[src/rtl/i2c_tgt_pkg.sv]
package i2c_tgt_pkg;
    localparam int BYTE_W   = 8;
    localparam int DATA_W   = 2 * BYTE_W;
    localparam int STRAP_W  = 4;
    localparam int CNT_W    = $clog2(BYTE_W) + 1;
    localparam logic [6-STRAP_W:0] ADDR_TOP   = 3'b001;
    localparam logic [6:0]         BCAST_ADDR = 7'h14;

    typedef enum logic [2:0] {
        PH_IDLE, PH_RX, PH_RXACK, PH_TX, PH_TXACK
    } phase_t;

    typedef enum logic [1:0] {
        SL_ADDR, SL_CMD, SL_HI, SL_LO
    } slot_t;

    typedef struct packed {
        phase_t             ph;
        slot_t              slot;
        logic [CNT_W-1:0]   cnt;
        logic [BYTE_W-1:0]  sh;
        logic [BYTE_W-1:0]  hi;
        logic [BYTE_W-1:0]  cmd;
        logic [BYTE_W-1:0]  tx;
        logic [DATA_W-1:0]  data;
        logic               rw;
        logic               tx_lo;
        logic               mack;
        logic               sda_oe;
        logic               stb;
    } eng_t;
endpackage

[src/rtl/i2c_line_sync.sv]
module i2c_line_sync #(
    parameter int SYNC_STAGES = 2
) (
    input  logic clk,
    input  logic rst_n,
    input  logic scl_i,
    input  logic sda_i,
    output logic scl_lvl,
    output logic sda_lvl,
    output logic scl_rise,
    output logic scl_fall,
    output logic start_evt,
    output logic stop_evt
);
    logic [SYNC_STAGES-1:0] scl_sh_d, scl_sh_q, sda_sh_d, sda_sh_q;
    logic scl_p_q, sda_p_q;

    always_comb begin
        scl_sh_d = {scl_sh_q[SYNC_STAGES-2:0], scl_i};
        sda_sh_d = {sda_sh_q[SYNC_STAGES-2:0], sda_i};
    end

    always_ff @(posedge clk or negedge rst_n) begin
        if (!rst_n) begin
            scl_sh_q <= '1;
            sda_sh_q <= '1;
            scl_p_q  <= 1'b1;
            sda_p_q  <= 1'b1;
        end else begin
            scl_sh_q <= scl_sh_d;
            sda_sh_q <= sda_sh_d;
            scl_p_q  <= scl_sh_q[SYNC_STAGES-1];
            sda_p_q  <= sda_sh_q[SYNC_STAGES-1];
        end
    end

    assign scl_lvl   = scl_sh_q[SYNC_STAGES-1];
    assign sda_lvl   = sda_sh_q[SYNC_STAGES-1];
    assign scl_rise  = scl_lvl & ~scl_p_q;
    assign scl_fall  = ~scl_lvl & scl_p_q;
    assign start_evt = scl_lvl & scl_p_q & sda_p_q & ~sda_lvl;
    assign stop_evt  = scl_lvl & scl_p_q & ~sda_p_q & sda_lvl;
endmodule

[src/rtl/i2c_tgt_engine.sv]
module i2c_tgt_engine
    import i2c_tgt_pkg::*;
(
    input  logic               clk,
    input  logic               rst_n,
    input  logic               sda_lvl,
    input  logic               scl_rise,
    input  logic               scl_fall,
    input  logic               start_evt,
    input  logic               stop_evt,
    input  logic [STRAP_W-1:0] strap_i,
    input  logic [DATA_W-1:0]  rd_data_i,
    output logic               sda_oe,
    output logic               wr_stb,
    output logic [BYTE_W-1:0]  wr_cmd,
    output logic [DATA_W-1:0]  wr_data,
    output logic [BYTE_W-1:0]  rd_cmd
);
    localparam logic [CNT_W-1:0] BITS = CNT_W'(BYTE_W);

    eng_t q, d;
    logic [BYTE_W-1:0] nxt;
    logic own_hit, bcast_hit;

    assign own_hit   = (q.sh[BYTE_W-1:1] == {ADDR_TOP, strap_i});
    assign bcast_hit = (q.sh == {BCAST_ADDR, 1'b0});

    always_comb begin
        d     = q;
        d.stb = 1'b0;
        nxt   = q.tx_lo ? rd_data_i[BYTE_W-1:0] : rd_data_i[DATA_W-1 -: BYTE_W];
        if (stop_evt) begin
            d.ph     = PH_IDLE;
            d.sda_oe = 1'b0;
        end else if (start_evt) begin
            d.ph     = PH_RX;
            d.slot   = SL_ADDR;
            d.cnt    = '0;
            d.sda_oe = 1'b0;
        end else begin
            case (q.ph)
                PH_RX: begin
                    if (scl_rise && q.cnt != BITS) begin
                        d.sh  = {q.sh[BYTE_W-2:0], sda_lvl};
                        d.cnt = q.cnt + 1'b1;
                    end else if (scl_fall && q.cnt == BITS) begin
                        d.ph     = PH_RXACK;
                        d.sda_oe = 1'b1;
                        case (q.slot)
                            SL_ADDR: begin
                                if (own_hit || bcast_hit) begin
                                    d.rw   = q.sh[0];
                                    d.slot = SL_CMD;
                                end else begin
                                    d.ph     = PH_IDLE;
                                    d.sda_oe = 1'b0;
                                end
                            end
                            SL_CMD: begin
                                d.cmd  = q.sh;
                                d.slot = SL_HI;
                            end
                            SL_HI: begin
                                d.hi   = q.sh;
                                d.slot = SL_LO;
                            end
                            default: begin
                                d.data = {q.hi, q.sh};
                                d.stb  = 1'b1;
                                d.slot = SL_HI;
                            end
                        endcase
                    end
                end
                PH_RXACK: begin
                    if (scl_fall) begin
                        d.cnt = '0;
                        if (q.rw) begin
                            d.ph     = PH_TX;
                            d.tx     = rd_data_i[DATA_W-1 -: BYTE_W];
                            d.tx_lo  = 1'b1;
                            d.sda_oe = ~rd_data_i[DATA_W-1];
                        end else begin
                            d.ph     = PH_RX;
                            d.sda_oe = 1'b0;
                        end
                    end
                end
                PH_TX: begin
                    if (scl_fall) begin
                        if (q.cnt == BITS - 1'b1) begin
                            d.ph     = PH_TXACK;
                            d.sda_oe = 1'b0;
                            d.mack   = 1'b0;
                        end else begin
                            d.tx     = {q.tx[BYTE_W-2:0], 1'b0};
                            d.sda_oe = ~q.tx[BYTE_W-2];
                            d.cnt    = q.cnt + 1'b1;
                        end
                    end
                end
                PH_TXACK: begin
                    if (scl_rise) begin
                        d.mack = ~sda_lvl;
                    end else if (scl_fall) begin
                        if (q.mack) begin
                            d.ph     = PH_TX;
                            d.tx     = nxt;
                            d.tx_lo  = ~q.tx_lo;
                            d.sda_oe = ~nxt[BYTE_W-1];
                            d.cnt    = '0;
                        end else begin
                            d.ph = PH_IDLE;
                        end
                    end
                end
                default: ;
            endcase
        end
    end

    always_ff @(posedge clk or negedge rst_n) begin
        if (!rst_n) begin
            q <= '{ph: PH_IDLE, slot: SL_ADDR, default: '0};
        end else begin
            q <= d;
        end
    end

    assign sda_oe  = q.sda_oe;
    assign wr_stb  = q.stb;
    assign wr_cmd  = q.cmd;
    assign wr_data = q.data;
    assign rd_cmd  = q.cmd;
endmodule

[src/rtl/i2c_cmd_target.sv]
module i2c_cmd_target
    import i2c_tgt_pkg::*;
#(
    parameter int SYNC_STAGES = 2
) (
    input  logic               clk,
    input  logic               rst_n,
    input  logic               scl_i,
    input  logic               sda_i,
    input  logic [STRAP_W-1:0] strap_i,
    input  logic [DATA_W-1:0]  rd_data_i,
    output logic               sda_oe,
    output logic               wr_stb,
    output logic [BYTE_W-1:0]  wr_cmd,
    output logic [DATA_W-1:0]  wr_data,
    output logic [BYTE_W-1:0]  rd_cmd
);
    logic scl_lvl, sda_lvl, scl_rise, scl_fall, start_evt, stop_evt;

    i2c_line_sync #(.SYNC_STAGES(SYNC_STAGES)) u_sync (
        .clk      (clk),
        .rst_n    (rst_n),
        .scl_i    (scl_i),
        .sda_i    (sda_i),
        .scl_lvl  (scl_lvl),
        .sda_lvl  (sda_lvl),
        .scl_rise (scl_rise),
        .scl_fall (scl_fall),
        .start_evt(start_evt),
        .stop_evt (stop_evt)
    );

    i2c_tgt_engine u_eng (
        .clk      (clk),
        .rst_n    (rst_n),
        .sda_lvl  (sda_lvl),
        .scl_rise (scl_rise),
        .scl_fall (scl_fall),
        .start_evt(start_evt),
        .stop_evt (stop_evt),
        .strap_i  (strap_i),
        .rd_data_i(rd_data_i),
        .sda_oe   (sda_oe),
        .wr_stb   (wr_stb),
        .wr_cmd   (wr_cmd),
        .wr_data  (wr_data),
        .rd_cmd   (rd_cmd)
    );
endmodule

[config.mk]
export PLATFORM = sky130hd
export DESIGN_NAME = i2c_cmd_target
export DESIGN_NICKNAME = d
export VERILOG_FILES = /design/src/rtl/i2c_tgt_pkg.sv /design/src/rtl/i2c_line_sync.sv /design/src/rtl/i2c_tgt_engine.sv /design/src/rtl/i2c_cmd_target.sv
export SDC_FILE = /design/constraint.sdc
export NUM_CORES = 1
export LEC_CHECK = 0
export BUFFER_PORTS_ARGS = -buffer_cell sky130_fd_sc_hd__buf_2
export CORE_ASPECT_RATIO = 1.5
export CORE_MARGIN = 2
export CORE_UTILIZATION = 60
export CTS_CLUSTER_SIZE = 14
export DETAILED_ROUTE_END_ITERATION = 10
export PLACE_DENSITY = 0.85
export SYNTH_ARGS = -nofsm -noshare
export SYNTH_HDL_FRONTEND = slang
export SYNTH_SLANG_ARGS = --single-unit
[constraint.sdc]
create_clock -name clk -period 6.1 [get_ports clk]
set_clock_uncertainty 0.1 [all_clocks]
set_input_delay 1.22 -clock clk [delete_from_list [all_inputs] [get_ports clk]]
set_output_delay 1.22 -clock clk [all_outputs]
set_load 0.02 [all_outputs]
# Word-level counts from Yosys, hierarchy flattened
# Cells that the tools add are included.
# totals
ff_bits,67
input_bits,24
elab_cells,159
# op_classes
add_sub_neg,1
eq_ne,37
mux,61
bitwise,19
reduce_logical,24
# ops
op,count
7-bit 2-to-1 mux,7
4-bit 2-to-1 mux,6
4-bit by 3-bit inequality test with 1-bit output (second input constant),6
6-bit AND reduction,4
8-bit AND reduction,3
1-bit 2-to-1 mux,21
7-bit one-hot mux with 3 select lines,1
2-bit 2-to-1 mux,9
3-bit 2-to-1 mux,6
3-bit by 2-bit inequality test with 1-bit output (second input constant),6
4-bit one-hot mux with 4 select lines,1
2-bit by 1-bit inequality test with 1-bit output (second input constant),7
12-bit 2-to-1 mux,1
4-bit inequality test (second input constant),3
1-bit inverter,12
3-bit one-hot mux with 4 select lines,1
5-bit 2-to-1 mux,2
10-bit AND reduction,1
9-bit 2-to-1 mux,1
9-bit AND reduction,1
8-bit by 6-bit == test with 1-bit output (second input constant),1
8-bit 2-to-1 mux,1
2-bit nonzero test,4
1-bit AND,7
other kinds (24),30

# Longest topological paths before layout
# Gate-level depths: netlist of the first run.
# depth
word_depth,9
mapped_depth,7

# By module
# A second synthesis of the first run with hierarchy kept.
# hier_totals
cells_unflattened,308
hier_area_um2,3455.8
# by_module_without_submodules
mod,n_inst,cells_per_inst,area_per_inst_um2
i2c_tgt_engine,1,298,3265.6
i2c_line_sync,1,10,190.2

# Worst setup path after synthesis of the first run
# No wires, ideal clock.
# synth_timing
path_kind,input-to-reg
start,input strap_i[3]
end,register u_eng.q[4] (netlist bit)
setup_time_ns,0.125
t_arrival_ns,2.322
path_slack_ns,3.554
path_stages,5
n_path_buf,0
path_cell_list,xor2_1 nor4_1 o211ai_1 nor3_1 mux2_2
# synth_via
elab_chain_cells,3
# synth_rtl
item,line_no,source
start: declaration,i2c_cmd_target.sv:10,"input logic [STRAP_W-1:0] strap_i,"
7-bit by 5-bit == test with 1-bit output,i2c_tgt_engine.sv:25,"assign own_hit = (q.sh[BYTE_W-1:1] == {ADDR_TOP, strap_i});"
1-bit logical OR,i2c_tgt_engine.sv:51,if (own_hit || bcast_hit) begin
7-bit AND reduction (no line),n/a,
end signal: assignment,i2c_tgt_engine.sv:124,"q <= '{ph: PH_IDLE, slot: SL_ADDR, default: '0};"
end signal: assignment,i2c_tgt_engine.sv:126,q <= d;
end: declaration,i2c_tgt_engine.sv:21,"eng_t q, d;"
# No other way between the ends.
# A chain may end at the register's enable or synchronous reset.

# Worst setup path after layout of the first run
# Same ends and word-level chain as after synthesis.

==> out/results.ini, run 1 <==
[timing]
setup-tns-final_ps = 0
finalHoldViolations = 0
fin_crit_sh = 0.411
final_period_minus_worst_setup_slack_ps = 2510
worst_slew_pin_slew_ps = 821
timing_max_transition_violations_final = 0
setup_viol = 0
slew_headroom = 0.453
fmax_ghz = 0.398
grt_setup_unrepaired = false
whs_ps = 258

[layout]
antenna_cells = 0
post-route-util = 0.678
highest_count_cells_in_the_layout_ignoring_fill_and_taps = sky130_fd_sc_hd__dfrtp_1, sky130_fd_sc_hd__buf_2, sky130_fd_sc_hd__mux2_2
final_common_cell = sky130_fd_sc_hd__dfrtp_1
area.growth.synth_to_final_pct = 10.6
post_route_cells_drive_above_1_share = 0.391
num-nets-final = 341

[placed_design]
portBuffers = 57
place_congestion = 0.903
dp.final_hpwl_um = 4480

[synth]
ys_seq_elements = 67
synth_nets = 315
yosysUniqueCellTypes = 50
synth_ff_type = sky130_fd_sc_hd__dfrtp_1
post_synth_top_area_cell = sky130_fd_sc_hd__dfrtp_1
synthArstFlopShare = 1.00
yosysWarnings = 0
synthesis.instances = 289
synthTopCellsByArea = sky130_fd_sc_hd__dfrtp_1, sky130_fd_sc_hd__mux2_2, sky130_fd_sc_hd__buf_4, sky130_fd_sc_hd__dfstp_2, sky130_fd_sc_hd__a21oi_1
number_of_synthesized_flops_with_an_enable_pin = 0
synth.avg_cell_area_um2 = 11.5
seq_area_frac_synth = 0.508
synth_top_area_frac = 0.461
mappedNetlistArea_um2 = 3310

[die]
fp.dieW_um = 64.7
core-area_um2 = 5410
die_y_um = 95.0
start_util = 0.613
placement_rows = 33
die_area_um2 = 6150
io_pins = 58

[clock_network]
worstSkewPairLatency_ps = 350
clkTransAtPathRegs_ps = 70
holdBufCountCts = 0
count_of_h_tree_levels_built_during_cts = 3
cts_root_buf = sky130_fd_sc_hd__clkbuf_8
cts.path.max_buffers = 2
post_cts.resized_instances = 0
tritoncts = yes
cts_sinks = 67
numCtsBuffers = 9
cts.repair_timing.setup_buffer_count = 0

[routing]
detail_route.first_pass.iterations = 4
drt-vias-per-instance = 5.88
drt_iter0_markers = 139
postRouteWirelength_um = 6450
postRouteAntennaNets = 0
routed_wire_length_per_instance_um = 16.5
vias = 2292
post-route-drc-count = 0

[hold_path]
hold_path_end = u_sync.sda_sh_q[1]
hold_path_class = flip-flop to flip-flop
hold_path_depth = 0
hold_path.startpoint = u_sync.sda_sh_q[0]

[power]
power_per_cell_area_nw_per_um2 = 297
static-leakage-power_nw = 1.86
ir_worst_vdd_uv = 279

[global_routing]
grt_max_degree = 68
first_global_vias = 2269
overflow = 0
global_route.usage.total = 0.230
grt_pass1_wl_um = 10700
number_of_antenna_violations_at_the_first_check_in_global_routing = 0

[critical_path]
critical_path_peak_fanout = 4
worst-r2r-cell-count = 6
critPathRequiredTime_ps = 6230
critPathArrivalTime_ps = 2640
crit_path_end_kind = flip-flop
setup.worst_path.start_class = input pin
regToRegEndpoint = u_eng.rd_cmd[0]
cp_slowest_stage_delay_ps = 360
criticalPathCategory = input pin to flip-flop
r2r_slack_ps = 3670
worstReg2RegStart = u_eng.q[54]
worstPathCellList = buf_2, xor2_1, nor4_1, o211ai_1, nor3_1, mux2_2
critical-path-slowest-cell = sky130_fd_sc_hd__mux2_2

[flow_run]
maxCapViolCount = 0

[status]
run_status = complete, no violations

[critical path, delay by kind of cell]
kind | cells | cell delay [ps]
XOR/XNOR | 1 | 150
multiplexers | 1 | 360
buffers and inverters | 1 | 100
AND/OR/NAND/NOR | 2 | 580
AO/OA/AOI/OAI | 1 | 230
[layer usage]
| layer | vias up | track usage | wire length [um] |
|---|---|---|---|
| li1 | 1049 | - | - |
| met1 | 1133 | 0.254 | 2510 |
| met2 | 85 | 0.403 | 3340 |
| met3 | 25 | 0.0567 | 350 |
| met4 | 0 | 0.133 | 250 |
| met5 | - | 0 | 0 |
[sequential cells by signal (all words and copies together) (netlist names)]
| name | flops |
|---|---|
| u_eng.wr_data | 16 |
| u_eng.q | 35 |
| u_eng.rd_cmd | 8 |
| u_sync.scl_sh_q | 2 |
| u_sync.sda_p_q | 1 |
| u_eng.sda_oe | 1 |
| u_sync.scl_p_q | 1 |
| u_sync.sda_sh_q | 2 |
| u_eng.wr_stb | 1 |
[area by class of cell]
| type | instances | area (um2) |
|---|---|---|
| Inverter | 7 | 26.3 |
| Fill cell | 405 | 1740 |
| Sequential cell | 67 | 1680 |
| Clock inverter | 6 | 138 |
| Tap cell | 70 | 87.6 |
| Clock buffer | 10 | 128 |
| Timing Repair Buffer | 58 | 293 |
| Multi-Input combinational cell | 172 | 1310 |
[synth_stat cells, types with 2 or more instances]
cell type / n
sky130_fd_sc_hd__o32ai_1: 3
sky130_fd_sc_hd__a21oi_1: 15
sky130_fd_sc_hd__a211oi_1: 2
sky130_fd_sc_hd__clkbuf_1: 7
sky130_fd_sc_hd__o22ai_1: 4
sky130_fd_sc_hd__xnor2_1: 2
sky130_fd_sc_hd__nand2_1: 20
sky130_fd_sc_hd__xor2_1: 5
sky130_fd_sc_hd__o21ai_0: 8
sky130_fd_sc_hd__ha_1: 2
sky130_fd_sc_hd__nor2b_1: 5
sky130_fd_sc_hd__mux2_2: 40
sky130_fd_sc_hd__and3_1: 2
sky130_fd_sc_hd__o211ai_1: 2
sky130_fd_sc_hd__inv_1: 7
sky130_fd_sc_hd__a22o_1: 6
sky130_fd_sc_hd__nand3b_1: 4
sky130_fd_sc_hd__nor2_1: 9
sky130_fd_sc_hd__buf_4: 33
sky130_fd_sc_hd__nor3_1: 8
sky130_fd_sc_hd__nor4_1: 4
sky130_fd_sc_hd__nand2b_1: 5
sky130_fd_sc_hd__dfstp_2: 6
sky130_fd_sc_hd__a22oi_1: 3
sky130_fd_sc_hd__dfrtp_1: 61
sky130_fd_sc_hd__nand3_1: 2
[worst max path at each step]
stage	from	endpoint	cells past startpoint
finish	strap_i[3]	u_eng.q[4]	6
global route	u_eng.q[53]	u_eng.rd_cmd[6]	6
CTS	strap_i[3]	u_eng.q[4]	6
detailed placement	strap_i[3]	u_eng.q[4]	6
global placement	strap_i[3]	u_eng.q[4]	6
floorplan	strap_i[3]	u_eng.q[4]	5
[stage by stage]
step	area [um2]	std cells	power (mW)	setup slack, ps
after floorplan	3310	289	0.560	3550
after global placement	3400	374	0.599	3350
after detailed placement	3400	374	0.605	3260
after CTS	3660	390	1.10	3610
after global routing	3660	390	1.13	3530
final	3660	390	1.09	3590
[kinds of logic after synthesis]
family                     share of synthesized area
and+or+nand+nor                                0.130
DFF                                            0.508
buffers and inverters                         0.0970
AOI/OAI and AO/OA                             0.0966
muxes                                          0.142
xor gates and xnor gates                      0.0185
adders and majority gates                    0.00755
[report_power, final]
group          total [mW]  switching [mW]  leakage (nW)  internal, mW
clock               0.489           0.174         0.131         0.315
sequential          0.522          0.0519         0.869         0.470
combinational      0.0764          0.0374         0.857        0.0389
Note: power is estimated with default switching activity, not from simulation.
==> inputs of run 2 (changes only) <==
--- a/config.mk
+++ b/config.mk
@@ -5,13 +5,14 @@
 export SDC_FILE = /design/constraint.sdc
 export NUM_CORES = 1
 export LEC_CHECK = 0
+export ABC_AREA = 1
 export BUFFER_PORTS_ARGS = -buffer_cell sky130_fd_sc_hd__buf_2
 export CORE_ASPECT_RATIO = 1.5
 export CORE_MARGIN = 2
-export CORE_UTILIZATION = 60
+export CORE_UTILIZATION = 51
 export CTS_CLUSTER_SIZE = 14
 export DETAILED_ROUTE_END_ITERATION = 10
-export PLACE_DENSITY = 0.85
+export PLACE_DENSITY = 0.76
 export SYNTH_ARGS = -nofsm -noshare
 export SYNTH_HDL_FRONTEND = slang
 export SYNTH_SLANG_ARGS = --single-unit
==> constraint.sdc (replaced) <==
create_clock -name clk -period 2.18 [get_ports clk]
set_clock_uncertainty 0.1 [all_clocks]
set_input_delay 0.436 -clock clk [delete_from_list [all_inputs] [get_ports clk]]
set_output_delay 0.436 -clock clk [all_outputs]
set_load 0.02 [all_outputs]
==> run 2 against run 1 <==
Effect of this change:
- sequential power increased to 3.0 times the previous value
- via count rose by 21%
- clock-buffer cell count increased by 2
- highest routed layer unchanged
==> out/results.ini, run 2 <==
[die]
die_area_um2 = 7760  ; was 6150 um2
io_pins = 58  ; unchanged
core-area_um2 = 6850  ; was 5410 um2
fp.dieW_um = 72.6  ; was 64.7 um
placement_rows = 37  ; was 33
start_util = 0.526  ; was 0.613
die_y_um = 107  ; was 95.0 um

[layout]
post-route-util = 0.571  ; was 0.678
final-instance-count-excl-fill = 545  ; was 390
antenna_cells = 0  ; unchanged
final_common_cell = sky130_fd_sc_hd__nand2_1  ; was sky130_fd_sc_hd__dfrtp_1
num-nets-final = 488  ; was 341
area.growth.synth_to_final_pct = 8.72  ; was 10.6%
largest_register_ffs = 35  ; unchanged
largest-register = u_eng.q  ; unchanged
fill_cells = 635  ; was 405
highest_count_cells_in_the_layout_ignoring_fill_and_taps = sky130_fd_sc_hd__nand2_1, sky130_fd_sc_hd__dfrtp_1, sky130_fd_sc_hd__buf_2  ; was sky130_fd_sc_hd__dfrtp_1, sky130_fd_sc_hd__buf_2, sky130_fd_sc_hd__mux2_2
post_route_cells_drive_above_1_share = 0.251  ; was 0.391

[power]
p_int_mw = 2.32  ; was 824 uW
switching_share = 0.390  ; was 0.242
power_frac_clock = 0.248  ; was 0.450
power.share.sequential = 0.417  ; was 0.480
static-leakage-power_nw = 2.15  ; was 1.86 nW
net-switching-power_mw = 1.48  ; was 263 uW
ir_worst_vdd_uv = 615  ; was 279 uV
pwr-share-comb = 0.334  ; was 0.070
power_per_cell_area_nw_per_um2 = 970  ; was 297 nW/um2

[synth]
synthTopCellsByArea = sky130_fd_sc_hd__dfrtp_1, sky130_fd_sc_hd__nand2_1, sky130_fd_sc_hd__buf_4, sky130_fd_sc_hd__o21ai_0, sky130_fd_sc_hd__inv_1  ; was sky130_fd_sc_hd__dfrtp_1, sky130_fd_sc_hd__mux2_2, sky130_fd_sc_hd__buf_4, sky130_fd_sc_hd__dfstp_2, sky130_fd_sc_hd__a21oi_1
post_synth_fa_ha_maj_area_fraction = 0.00695  ; was 0.00755
mappedNetlistArea_um2 = 3600  ; was 3310 um2
number_of_synthesized_flops_with_an_enable_pin = 0  ; unchanged
most_instantiated_library_cell_after_synthesis = sky130_fd_sc_hd__nand2_1  ; was sky130_fd_sc_hd__dfrtp_1
synthesis.instances = 429  ; was 289
synth_nets = 455  ; was 315
synth_xor_xnor_area_share = 0.00486  ; was 0.0185
seq_area_frac_synth = 0.468  ; was 0.508
post_synth_top_area_cell = sky130_fd_sc_hd__dfrtp_1  ; unchanged
main_combinational_cell_family_by_area_after_synthesis = simple AND/OR/NAND/NOR gates  ; was multiplexers
yosysWarnings = 0  ; unchanged
yosys-top-cells-count = sky130_fd_sc_hd__nand2_1, sky130_fd_sc_hd__dfrtp_1, sky130_fd_sc_hd__inv_1  ; was sky130_fd_sc_hd__dfrtp_1, sky130_fd_sc_hd__mux2_2, sky130_fd_sc_hd__buf_4
synth.avg_cell_area_um2 = 8.39  ; was 11.5 um2
yosysUniqueCellTypes = 38  ; was 50
synthArstFlopShare = 1.00  ; unchanged
synth-compound-area-share = 0.118  ; was 0.0966
synth_ff_type = sky130_fd_sc_hd__dfrtp_1  ; unchanged
synth.area.mux_share = 0.0250  ; was 0.142
synth_top_area_frac = 0.424  ; was 0.461
ys_seq_elements = 67  ; unchanged
post_synth_and_or_nand_nor_area_fraction = 0.239  ; was 0.130

[timing]
fmax_ghz = 0.505
setup_viol = 0  ; unchanged
timing_max_transition_violations_final = 0  ; unchanged
final_critical_path_setup_slack_ps = 198  ; was 3590 ps
finalHoldViolations = 0  ; unchanged
grt_setup_unrepaired = false  ; unchanged
setup-tns-final_ps = 0  ; unchanged
slew_headroom = 0.700  ; was 0.453
whs_ps = 88.8  ; was 258 ps
fin_crit_sh = 0.909
worst_slew_pin_slew_ps = 449  ; was 821 ps
final_period_minus_worst_setup_slack_ps = 1980

[clock_network]
cts.path.max_buffers = 2  ; unchanged
tritoncts = yes  ; unchanged
cts_sinks = 67  ; unchanged
count_of_h_tree_levels_built_during_cts = 3  ; unchanged
cts_root_buf = sky130_fd_sc_hd__clkbuf_8  ; unchanged
numCtsBuffers = 9  ; unchanged
worstSkewPairLatency_ps = 350  ; about the same
clkTransAtPathRegs_ps = 70  ; about the same

[critical_path]
criticalPathCategory = flip-flop to flip-flop  ; was input pin to flip-flop
worstPathCellList = inv_1, ha_1, nand2_1, nor2_4, nand2_4, nor2_8, nand2_4, nor2_8, buf_4, nand2_1, o21a_1  ; was buf_2, xor2_1, nor4_1, o211ai_1, nor3_1, mux2_2
critPathArrivalTime_ps = 2120  ; was 2640 ps
worst-path-buf-inv = 2  ; was 1
critPathRequiredTime_ps = 2320  ; was 6230 ps
critical_path_peak_fanout = 14  ; was 4
crit_path_end_kind = flip-flop  ; unchanged
cp_slowest_stage_delay_ps = 410  ; was 360 ps
critical-path-slowest-cell = sky130_fd_sc_hd__dfrtp_1  ; was sky130_fd_sc_hd__mux2_2
worst-r2r-cell-count = 11  ; was 6
critical_path_cell_count = 11  ; was 6
timing.critical_path.max_delay_family = simple AND/OR/NAND/NOR gates  ; unchanged
setup.worst_path.start_class = flip-flop  ; was input pin

[status]
run_status = complete, no violations  ; unchanged

[global_routing]
overflow = 0  ; unchanged
global_route.usage.total = 0.201  ; was 0.230
grt_max_degree = 39  ; was 68
grt_pass1_wl_um = 12000  ; was 10,700 um
first_global_vias = 2666  ; was 2,269
number_of_antenna_violations_at_the_first_check_in_global_routing = 0  ; unchanged

[hold_path]
hold_path_depth = 1  ; was 0
hold_path_class = input pin to flip-flop  ; was flip-flop to flip-flop

[routing]
drt-vias-per-instance = 5.10  ; was 5.88
postRouteWirelength_um = 7060  ; was 6450 um
drt_iter0_markers = 163  ; was 139
detail_route.first_pass.iterations = 6  ; was 4
vias = 2777  ; was 2,292
post-route-drc-count = 0  ; unchanged
postRouteAntennaNets = 0  ; unchanged
routed_wire_length_per_instance_um = 12.9  ; was 16.5 um

[placed_design]
portBuffers = 57  ; unchanged
place_congestion = 0.984  ; was 0.903
dp_cells = 528  ; was 374
dp.final_hpwl_um = 5270  ; was 4480 um
detailedPlace.worstSlack_ps = 206  ; was 3260 ps

[flow_run]
maxCapViolCount = 0  ; unchanged

run 2: path summary, 6_finish.rpt:
kind                                         start                 end  slack [ps]
worst max-delay path                   u_eng.q[53]    u_eng.wr_data[2]         200
worst min-delay path                         scl_i  u_sync.scl_sh_q[0]          90
worst max register to register         u_eng.q[53]    u_eng.wr_data[2]         200
worst min register to register  u_sync.sda_sh_q[0]  u_sync.sda_sh_q[1]         260
max in group asynchronous                    rst_n  u_sync.sda_sh_q[1]         920
min in group asynchronous                    rst_n    u_eng.wr_data[6]         450
run 2: final cells by class:
| cell class | instances | area, um2 | area share |
|---|---|---|---|
| Timing Repair Buffer | 63 | 345 | 0.0882 |
| Multi-Input combinational cell | 272 | 1420 | 0.363 |
| Tap cell | 78 | 97.6 | 0.0249 |
| Clock buffer | 12 | 155 | 0.0396 |
| Clock inverter | 4 | 25.0 | 0.00639 |
| Inverter | 49 | 188 | 0.0479 |
| Sequential cell | 67 | 1680 | 0.430 |
run 2: metrics by stage:
step                      cell area (um2)  power, mW
after floorplan                      3600       2.58
after global placement               3720       2.84
after detailed placement             3720       2.87
after CTS                            3920       3.83
after global routing                 3920       4.08
final                                3920       3.80
run 2: what timing repair did:
item	4_1_cts	5_1_grt
gates resized for setup	0	0
endpoints found under the hold margin	16	0
buffers inserted	0	0
hold buffers	1	0
run 2: power groups by stage:
stage / Combinational (mW) / Sequential [mW] / Clock (mW)
6_report: 1.27 / 1.58 / 0.943
3_5_place_dp: 1.27 / 1.60 / 0
2_1_floorplan: 1.01 / 1.57 / 0
5_1_grt: 1.45 / 1.61 / 1.02
3_3_place_gp: 1.24 / 1.60 / 0
4_1_cts: 1.27 / 1.58 / 0.969
run 2: worst register-to-register path, cell delays in order, from the launching register on:
cell                      delay [ps]
sky130_fd_sc_hd__dfrtp_1         410
sky130_fd_sc_hd__inv_1            80
sky130_fd_sc_hd__ha_1            140
sky130_fd_sc_hd__nand2_1          80
sky130_fd_sc_hd__nor2_4          140
sky130_fd_sc_hd__nand2_4          90
sky130_fd_sc_hd__nor2_8          140
sky130_fd_sc_hd__nand2_4          90
sky130_fd_sc_hd__nor2_8          200
sky130_fd_sc_hd__buf_4           230
sky130_fd_sc_hd__nand2_1          70
sky130_fd_sc_hd__o21a_1          120
run 2: metal layers:
| layer | up-vias | global-route usage | share of wire |
|---|---|---|---|
| li1 | 1407 | - | - |
| met1 | 1268 | 0.227 | 0.41 |
| met2 | 84 | 0.338 | 0.50 |
| met3 | 18 | 0.0517 | 0.053 |
| met4 | 0 | 0.114 | 0.034 |
| met5 | - | 0 | 0 |
run 2: kinds of logic (layout without fill, tap and decap cells):
kind of cell | count (synthesis) | after routing
AOI/OAI and AO/OA | 72 | 72
xor gates and xnor gates | 2 | 2
adders and majority gates | 2 | 2
buffers and inverters | 90 | 128
DFF | 67 | 67
muxes | 8 | 8
and+or+nand+nor | 188 | 188
